## config.mk

```make
export PLATFORM = sky130hd
export DESIGN_NAME = err_irq_status
export DESIGN_NICKNAME = d
export VERILOG_FILES = /design/src/rtl/err_irq_status.sv
export SDC_FILE = /design/constraint.sdc
export NUM_CORES = 1
export LEC_CHECK = 0
export ABC_AREA = 0
export BUFFER_PORTS_ARGS = -buffer_cell sky130_fd_sc_hd__buf_2
export CORE_MARGIN = 3
export CORE_UTILIZATION = 46
export DETAILED_ROUTE_END_ITERATION = 8
export GPL_ROUTABILITY_DRIVEN = 1
export HOLD_SLACK_MARGIN = 0.1
export PLACE_DENSITY = 0.84
export SYNTH_ARGS = -nofsm -noshare
export SYNTH_HDL_FRONTEND = slang
export SYNTH_SLANG_ARGS = --single-unit
```

## constraint.sdc

```tcl
create_clock -name clk -period 0.8 [get_ports clk]
set_input_delay 0.08 -clock clk [delete_from_list [all_inputs] [get_ports clk]]
set_output_delay 0.08 -clock clk [all_outputs]
set_load 0.02 [all_outputs]
```

## src/rtl/err_irq_status.sv

```systemverilog
module err_irq_status #(
  parameter int W = 8
) (
  input  logic         clk,
  input  logic         rst_n,
  input  logic         ev_tx_slip,
  input  logic         ev_rx_slip,
  input  logic         ev_crc,
  input  logic         ev_cas,
  input  logic         ev_mfa,
  input  logic         ev_frm,
  input  logic         line_e1,
  input  logic         crc_frm,
  input  logic         latch_mode,
  input  logic         addr,
  input  logic         wr_en,
  input  logic         rd_en,
  input  logic [W-1:0] wdata,
  output logic [W-1:0] rdata,
  output logic         irq
);

  localparam logic [W-1:0] RSV_KEEP = W'(8'hCF);

  logic [W-1:0] src, src_q, rise, valid, clr, st, en;

  assign src   = W'({ev_tx_slip, ev_rx_slip, 2'b00, ev_crc, ev_cas, ev_mfa, ev_frm});
  assign rise  = src & ~src_q;
  assign valid = W'({2'b11, 2'b00, crc_frm, line_e1, line_e1, 1'b1});

  always_comb begin
    clr = '0;
    if (!addr && !latch_mode && rd_en) clr = '1;
    else if (!addr && latch_mode && wr_en) clr = wdata;
  end

  always_ff @(posedge clk) begin
    if (!rst_n) begin
      src_q <= '0;
      st    <= '0;
      en    <= '0;
    end else begin
      src_q <= src;
      st    <= ((st & ~clr) | rise) & valid;
      if (wr_en && addr) en <= wdata & RSV_KEEP;
    end
  end

  assign rdata = addr ? en : (st & valid);
  assign irq   = |(st & en & valid);

  // rising edge sets the bit
  p_edge_sets_r1: assert property (@(posedge clk) disable iff (!rst_n)
    $rose(ev_frm) |=> rdata[0] || addr);

  // a held level does not set a cleared bit again
  p_level_quiet_r1: assert property (@(posedge clk) disable iff (!rst_n)
    (ev_frm && $past(ev_frm) && !st[0]) |=> !st[0]);

  // no interrupt while nothing is enabled
  p_no_irq_r3: assert property (@(posedge clk) disable iff (!rst_n)
    (en == '0) |-> !irq);

  // write-one-clear removes the bit when no new edge arrives
  p_w1c_r5: assert property (@(posedge clk) disable iff (!rst_n)
    (latch_mode && wr_en && !addr && wdata[7] && !(ev_tx_slip && !$past(ev_tx_slip)))
      |=> !st[7]);

  // edge during a read-clear keeps the bit
  p_edge_wins_r6: assert property (@(posedge clk) disable iff (!rst_n)
    (!latch_mode && rd_en && !addr && $rose(ev_rx_slip)) |=> st[6]);

  // E1-only bits never interrupt on a T1 line
  p_t1_quiet_r8: assert property (@(posedge clk) disable iff (!rst_n)
    (!line_e1 && (en & st & valid) == '0) |-> !irq);

endmodule

```

==> run_results.csv, run 1 <==
group,metric,value,unit
critical_path,end_kind,"output pin",
cells_and_area,design_area,1280,um2
placement,io_buffer_count,26,
synth,synth_area,807,um2
placement,place_area,1010,um2
clock_network,cts_tree,"built",
grt,use_met2,0.409,
detailed_routing,routed_wl,2530,um
min_path,min_path_cells,3,
synth,synth_compound_area_frac,0.197,
synth,netlist_top_cells_area,"dfxtp_1 45%, nand3_1 8.7%, nand2_1 8.4%",
critical_path,cp_slowest_cell,"dfxtp_2",
timing,period_minus_slack,1350,ps
clock_network,cts.sinks,18,
synth,yosysSeqAreaShare,0.447,
critical_path,arrival,1270,ps
critical_path,cp_top_family,"flip-flops",
clock_network,clockBufferDepth,2,
synth,synth.top_cell.area_share,0.447,
cells_and_area,area_delta_synth_final,59.2,%
detailed_routing,drtIter0Drc,18,
grt,gr-usage-met1,0.309,
cells_and_area,drive_gt1_frac,0.416,
grt,grt_pass1_wl,3910,um
grt,top_usage_layer,"met2",
critical_path,r2r_slack,-110,ps
critical_path,crit_buf_inv,1,
detailed_routing,via_count,924,
grt,grt_pass1_vias,872,
cells_and_area,final_core_util,0.815,
synth,syn_avg_cell_area,8.15,um2
clock_network,htreeDepth,1,
power,leakagePower,0.592,nW
synth,synth-adder-area-share,0,
timing,hold_viol,0,
grt,track_usage,0.248,
critical_path,cpPeakStageDelay,350,ps
cells_and_area,final_nets,172,
floorplan,row_count,14,
placement,dp_cells,148,
job,max_cap_violations,0,
critical_path,cp_data_required_time,720,ps
grt,grt_max_degree,16,
min_path,hold_path.startpoint,"wr_en",
clock_network,cts_buffers,3,
synth,yosys.area_share.simple,0.222,
power,peakVddDrop,1.34,mV
floorplan,core,1580,um2
critical_path,r2r-end,"st[2]",
detailed_routing,route.detailed.drc,0,
placement,hpwl,1490,um
power,power,0.00202,W
timing,setup_violations,9,
floorplan,dieArea,2290,um2
critical_path,path_cells,"a222oi_1 > nand3_1 > buf_2",
synth,synth_top_family_by_area,"simple AND/OR/NAND/NOR gates",
cells_and_area,n_antenna_cell,0,
critical_path,worst-path-max-fanout,3,
floorplan,die_x,47.9,um
detailed_routing,ant_nets,0,
synth,synthMuxAreaShare,0.0419,
synth,synth_seq_cells,18,
timing,skew,0.676,ps
timing,fin_ws,-550,ps
timing,slew_violations,0,
synth,netlist_instances,99,
status,violations,"negative setup slack",
synth,synthXorXnorAreaFrac,0,
detailed_routing,wl_per_cell,15.3,um
cells_and_area,final_common_cell,"buf_2",
timing,rsz0062_at_grt,"yes",
floorplan,io_pins,31,
cells_and_area,layout_common_cells,"18 x buf_2, 16 x nand2_1, 14 x dlygate4sd3_1",
clock_network,clock_latency,300,ps
min_path,hold_path.class,"in -> reg",
timing,finalCritPeriodShare,1.69,
placement,routabilityCongestion,0.786,
critical_path,r2r-start,"st[2]",
grt,overflow,0,
min_path,min_to,"en[3]",
clock_network,cts_root_buf,"clkbuf_4",
grt,use_met3,0.0489,
synth,synth_cell_types,21,
floorplan,dieHeight,47.9,um
timing,fmax,741,MHz
detailed_routing,dr.pass1.iters,4,
detailed_routing,vias_per_cell,5.60,
synth,yosysWarningCount,0,
critical_path,worstRegToRegCells,4,
critical_path,critPathKind,"reg -> out",
floorplan,start_util,0.512,
synth,yosys.area.top_type,"dfxtp_1",
power,power_density,1570,nW/um2
clock_network,clkTransAtPathRegs,120,ps
critical_path,start_kind,"register",
cells_and_area,fin_cells,165,
status,status,"finished with violations",
grt,antenna_found_initial,0,
per-stage QoR:
step	worst slack, ps	setup TNS [ps]	hold slack [ps]
floorplan	-117	-117	193
global placement	-157	-542	284
detailed placement	-213	-705	286
CTS	-539	-2540	119
global route	-617	-2910	111
finish	-550	-2590	113
cell families (layout without fill, tap and decap cells):
logic type / count (synthesis) / after routing
other cells: 1 / 2
simple gates: 38 / 38
flops: 18 / 18
buf+inv: 15 / 64
mux: 3 / 3
compound gates: 24 / 24
final cells by class:
class | count | area (um2)
Multi-Input combinational cell | 67 | 418
Timing Repair Buffer | 51 | 407
Sequential cell | 18 | 370
Fill cell | 91 | 292
Clock buffer | 4 | 36.3
Inverter | 9 | 33.8
Tap cell | 16 | 20.0
per-layer routing:
| metal | vias up | wire [um] |
|---|---|---|
| met4 | 0 | 39 |
| met3 | 6 | 104 |
| met1 | 454 | 1100 |
| li1 | 435 | - |
| met2 | 29 | 1290 |
| met5 | - | 0 |
cells in the mapped netlist:
cell      number
nand2_1       18
o21ai_2        1
a21boi_1       6
nand2_2        1
nand2b_2       1
a21oi_1        3
and2_1         3
nand3b_1       1
o21ai_1        3
mux2_1         3
a22oi_1        3
a22o_1         1
conb_1         1
dfxtp_1       18
inv_1          9
o22ai_1        3
nand3_1       14
buf_4          3
a222oi_1       1
buf_2          3
o21ai_0        3
worst max path at each step:
stage / slack [ps] / startpoint / depth (start not counted) / end
6_report: -550 / en[6] / 3 / irq
5_1_grt: -620 / en[6] / 3 / irq
4_1_cts: -540 / st[6] / 3 / irq
3_5_place_dp: -210 / st[6] / 3 / irq
3_3_place_gp: -160 / st[6] / 3 / irq
2_1_floorplan: -120 / st[6] / 2 / irq
worst min-delay path, stage by stage:
cell      delay (ps)
buf_2            150
nand3_1           90
a21boi_1          60
state kept, by name, indices dropped and copies added, names as in the netlist:
name and cells:
st 6, src_q 6, en 6
power by group:
group          internal [W]  switching [W]  leakage, nW
clock              0.000277       0.000306       0.0210
sequential         0.000952      0.0000350        0.152
combinational      0.000231       0.000213        0.419
total               0.00146       0.000554        0.592
what timing repair did:
action	CTS	global route
pin swaps	2	9
buffers inserted	2	1
hold endpoints to repair	18	0
resized for setup	21	12
hold buffers	14	0
endpoints found under the setup margin	9	12
(Power assumes the default switching activity.)
==> inputs of run 2 (changes only) <==
--- a/config.mk
+++ b/config.mk
@@ -7,8 +7,9 @@
 export LEC_CHECK = 0
 export ABC_AREA = 0
 export BUFFER_PORTS_ARGS = -buffer_cell sky130_fd_sc_hd__buf_2
-export CORE_MARGIN = 3
-export CORE_UTILIZATION = 46
+export CELL_PAD_IN_SITES_DETAIL_PLACEMENT = 0
+export CELL_PAD_IN_SITES_GLOBAL_PLACEMENT = 1
+export CORE_UTILIZATION = 33
 export DETAILED_ROUTE_END_ITERATION = 8
 export GPL_ROUTABILITY_DRIVEN = 1
 export HOLD_SLACK_MARGIN = 0.1
==> run_results.csv, run 2 (synthesized netlist as in run 1, its figures left out) <==
group,metric,value,unit
timing,slew_violations,0,
placement,io_buffer_count,26,
cells_and_area,fin_cells,175,
detailed_routing,wl_per_cell,12.6,um
floorplan,io_pins,31,
status,violations,"negative setup slack",
power,pwr-share-comb,0.240,
clock_network,cts_buffers,3,
clock_network,cts_tree,"built",
floorplan,die_x,51.5,um
grt,use_met3,0.0268,
power,p_switching,0.000514,W
timing,fin_ws,-594,ps
floorplan,row_count,17,
critical_path,r2r-end,"st[2]",
timing,setup_violations,9,
detailed_routing,vias_per_cell,4.93,
status,status,"finished with violations",
timing,skew,3.13,ps
timing,period_minus_slack,1390,ps
power,power_density,1430,nW/um2
critical_path,r2r-start,"st[2]",
timing,hold_ws,87.4,ps
critical_path,worst-path-max-fanout,3,
cells_and_area,area_delta_synth_final,63.9,%
cells_and_area,final_core_util,0.587,
cells_and_area,multi_input_area,434,um2
job,max_cap_violations,0,
grt,use_met2,0.342,
critical_path,critPathKind,"reg -> out",
cells_and_area,layout_common_cells,"18 x buf_2, 15 x nand2_1, 14 x dlygate4sd3_1",
cells_and_area,final_common_cell,"buf_2",
timing,hold_viol,0,
min_path,min_to,"en[7]",
critical_path,startpoint,"st[6]",
detailed_routing,ant_nets,0,
min_path,min_path_cells,3,
clock_network,clock_latency,290,ps
power,peakVddDrop,0.903,mV
critical_path,cp_data_required_time,720,ps
detailed_routing,via_count,863,
clock_network,clkTransAtPathRegs,100,ps
clock_network,cts.sinks,18,
cells_and_area,seq_area,373,um2
power,p_int,0.00137,W
grt,antenna_found_initial,0,
detailed_routing,routed_wl,2200,um
placement,hpwl,1470,um
floorplan,dieHeight,51.5,um
cells_and_area,design_area,1320,um2
floorplan,core,2250,um2
floorplan,start_util,0.358,
cells_and_area,drive_gt1_frac,0.449,
grt,overflow,0,
grt,top_usage_layer,"met2",
timing,rsz0062_at_grt,"yes",
cells_and_area,n_fill_cell,206,
grt,track_usage,0.192,
critical_path,r2r_slack,-80,ps
min_path,hold_path.class,"in -> reg",
power,power_frac_seq,0.524,
placement,routabilityCongestion,0.827,
detailed_routing,dr.pass1.iters,4,
min_path,hold_path.startpoint,"wr_en",
cells_and_area,top_regs,"en (6), src_q (6), st (6)",
timing,finalCritPeriodShare,1.74,
timing,fmax,717,MHz
floorplan,dieArea,2650,um2
detailed_routing,route.detailed.drc,0,
placement,dp_cells,158,
cells_and_area,final_nets,171,
grt,gr-usage-met1,0.238,
grt,grt_pass1_vias,874,
power,pwr-share-clk,0.236,
clock_network,cts_root_buf,"clkbuf_4",
critical_path,end_kind,"output pin",
critical_path,worstRegToRegCells,4,
critical_path,arrival,1310,ps
grt,grt_max_degree,16,
critical_path,start_kind,"register",
grt,grt_pass1_wl,3730,um
power,p_sw_frac,0.272,
clock_network,htreeDepth,1,
power,power,0.00189,W
cells_and_area,n_antenna_cell,0,
power,leakagePower,0.592,nW
detailed_routing,drtIter0Drc,16,
placement,place_area,1040,um2
clock_network,clockBufferDepth,2,
run 2: cell type report:
type | count | share of cell area
flip-flops and latches | 18 | 0.282
clock buffers | 3 | 0.0170
repair buffers | 50 | 0.321
inverters | 9 | 0.0255
well taps | 28 | 0.0265
multi-input cells | 67 | 0.328
run 2: timing repair:
item | 4_1_cts | 5_1_grt
gates resized for setup | 28 | 11
endpoints found under the setup margin | 9 | 14
endpoints found under the hold margin | 18 | 0
pin swaps | 6 | 8
setup buffers | 2 | 0
hold buffers | 15 | 0
run 2: worst max path at each step:
stage / endpoint / depth (start not counted)
after detailed placement: irq / 3
after floorplan: irq / 2
after global placement: irq / 3
final: irq / 3
after CTS: irq / 3
after global routing: irq / 3
run 2: power by group through the flow:
stage | Combinational [W] | Clock [W] | Sequential (W)
final | 0.000453 | 0.000446 | 0.000988
after global routing | 0.000492 | 0.000482 | 0.000994
after CTS | 0.000439 | 0.000459 | 0.000985
after detailed placement | 0.000330 | 0 | 0.000998
after global placement | 0.000328 | 0 | 0.000994
after floorplan | 0.000183 | 0 | 0.000991
run 2: per-stage QoR:
| stage | TNS, ps | setup WS, ps |
|---|---|---|
| 2_1_floorplan | -117 | -117 |
| 3_3_place_gp | -649 | -198 |
| 3_5_place_dp | -755 | -198 |
| 4_1_cts | -2590 | -513 |
| 5_1_grt | -2940 | -646 |
| 6_report | -2580 | -594 |
run 2: metal layers:
layer  vias to the layer above  wire length [um]
met3                         2                82
met5                         -                 0
met1                       411               953
met2                        20              1150
li1                        430                 -
met4                         0                19
run 2: worst max-delay path, stage by stage (launching register included):
cell      delay, ps
dfxtp_1         340
a222oi_1        380
nand3_1         130
buf_2           180
==> inputs of run 3 (changes only) <==
--- a/config.mk
+++ b/config.mk
@@ -9,11 +9,13 @@
 export BUFFER_PORTS_ARGS = -buffer_cell sky130_fd_sc_hd__buf_2
 export CELL_PAD_IN_SITES_DETAIL_PLACEMENT = 0
 export CELL_PAD_IN_SITES_GLOBAL_PLACEMENT = 1
+export CORE_MARGIN = 3
 export CORE_UTILIZATION = 33
 export DETAILED_ROUTE_END_ITERATION = 8
 export GPL_ROUTABILITY_DRIVEN = 1
 export HOLD_SLACK_MARGIN = 0.1
 export PLACE_DENSITY = 0.84
+export SKIP_CTS_REPAIR_TIMING = 1
 export SYNTH_ARGS = -nofsm -noshare
 export SYNTH_HDL_FRONTEND = slang
 export SYNTH_SLANG_ARGS = --single-unit
==> run_results.csv, run 3 (synthesized netlist as in run 1, its figures left out) <==
group,metric,value,unit
status,status,"finished with violations",
status,violations,"negative setup slack",
detailed_routing,dr.pass1.iters,4,
grt,track_usage,0.127,
critical_path,worst-path-max-fanout,2,
critical_path,path_cells,"a222oi_1 > nand3_1 > buf_2",
min_path,hold_path.startpoint,"wdata[1]",
floorplan,die_x,55.5,um
floorplan,core,2280,um2
timing,fin_tns_setup,-2590,ps
detailed_routing,route.detailed.drc,0,
grt,overflow,0,
timing,fmax,729,MHz
power,leakagePower,0.596,nW
grt,grt_max_degree,16,
cells_and_area,final_nets,175,
timing,hold_ws,87.3,ps
power,peakVddDrop,1.03,mV
critical_path,cpPeakStageDelay,360,ps
clock_network,cts_root_buf,"clkbuf_4",
critical_path,cp_slowest_cell,"a222oi_1",
power,p_switching,0.000518,W
critical_path,startpoint,"st[6]",
timing,finalCritPeriodShare,1.72,
placement,hpwl,1470,um
timing,rsz0062_at_grt,"yes",
job,max_cap_violations,0,
clock_network,cts_tree,"built",
critical_path,crit_buf_inv,1,
detailed_routing,wl_per_cell,11.6,um
clock_network,cts.sinks,18,
timing,hold_viol,0,
critical_path,arrival,1290,ps
critical_path,end_kind,"output pin",
power,power_frac_seq,0.498,
critical_path,critPathKind,"reg -> out",
grt,grt_pass1_wl,3140,um
critical_path,cp_data_required_time,720,ps
floorplan,io_pins,31,
power,p_sw_frac,0.262,
detailed_routing,routed_wl,2090,um
floorplan,dieHeight,55.5,um
timing,period_minus_slack,1370,ps
timing,slew_violations,0,
power,p_int,0.00146,W
cells_and_area,top_regs,"en (6), src_q (6), st (6)",
cells_and_area,n_antenna_cell,0,
grt,grt_pass1_vias,734,
power,pwr-share-clk,0.289,
power,pwr-share-comb,0.213,
floorplan,dieArea,3070,um2
min_path,hold_path.class,"in -> reg",
critical_path,cp_top_family,"compound AO/OA/AOI/OAI gates",
clock_network,cts_buffers,3,
detailed_routing,vias_per_cell,4.76,
timing,fin_ws,-572,ps
grt,antenna_found_initial,0,
timing,setup_violations,7,
detailed_routing,ant_nets,0,
cells_and_area,area_delta_synth_final,59.4,%
clock_network,clkTransAtPathRegs,100,ps
cells_and_area,final_common_cell,"buf_2",
critical_path,r2r-start,"st[2]",
detailed_routing,drtIter0Drc,23,
placement,routabilityCongestion,0.766,
cells_and_area,drive_gt1_frac,0.414,
timing,skew,0.633,ps
clock_network,clock_latency,300,ps
cells_and_area,layout_common_cells,"21 x buf_2, 15 x nand2_1, 14 x nand3_1, 14 x dlygate4sd3_1, 14 x buf_4",
clock_network,htreeDepth,1,
floorplan,start_util,0.355,
detailed_routing,via_count,857,
floorplan,row_count,17,
placement,io_buffer_count,26,
clock_network,clockBufferDepth,2,
critical_path,start_kind,"register",
power,power_density,1540,nW/um2
-- run 3: worst paths after layout --
check / end / slack, ps / cells after the start
setup / recovery: irq / -570 / 3
hold / removal: st[1] / 90 / 4
setup reg to reg: st[2] / 0 / 3
hold reg to reg: st[0] / 410 / 1
-- run 3: per-stage QoR --
stage,worst slack (ps),total power (W),cells,utilization,area (um2)
floorplan,-117,0.00117,100,-,811
global placement,-243,0.00132,161,0.455,1040
detailed placement,-232,0.00132,161,0.455,1040
CTS,-576,0.00188,165,0.471,1070
global route,-666,0.00208,180,0.565,1290
finish,-572,0.00198,180,0.565,1290
-- run 3: worst min-delay path, stage by stage --
cell	delay (ps)
buf_2	90
nand3_1	50
nand3_1	80
a21oi_1	50
-- run 3: power by group through the flow --
stage,Sequential (W),Clock (W),Combinational (W)
after floorplan,0.000991,0,0.000183
after global placement,0.000993,0,0.000325
after detailed placement,0.000997,0,0.000327
after CTS,0.000977,0.000571,0.000329
after global routing,0.000991,0.000627,0.000459
final,0.000985,0.000571,0.000420
-- run 3: layout make-up --
class / count / area, um2
Multi-Input combinational cell: 67 / 404
Tap cell: 28 / 35.0
Sequential cell: 18 / 370
Clock buffer: 4 / 36.3
Inverter: 9 / 33.8
Timing Repair Buffer: 54 / 407
Fill cell: 214 / 990
-- run 3: routing by layer --
metal | track usage | vias to the layer above | wire [um]
li1 | - | 440 | -
met1 | 0.153 | 389 | 890
met2 | 0.208 | 23 | 1050
met3 | 0.0234 | 5 | 100
met4 | 0.0729 | 0 | 50
met5 | 0 | - | 0
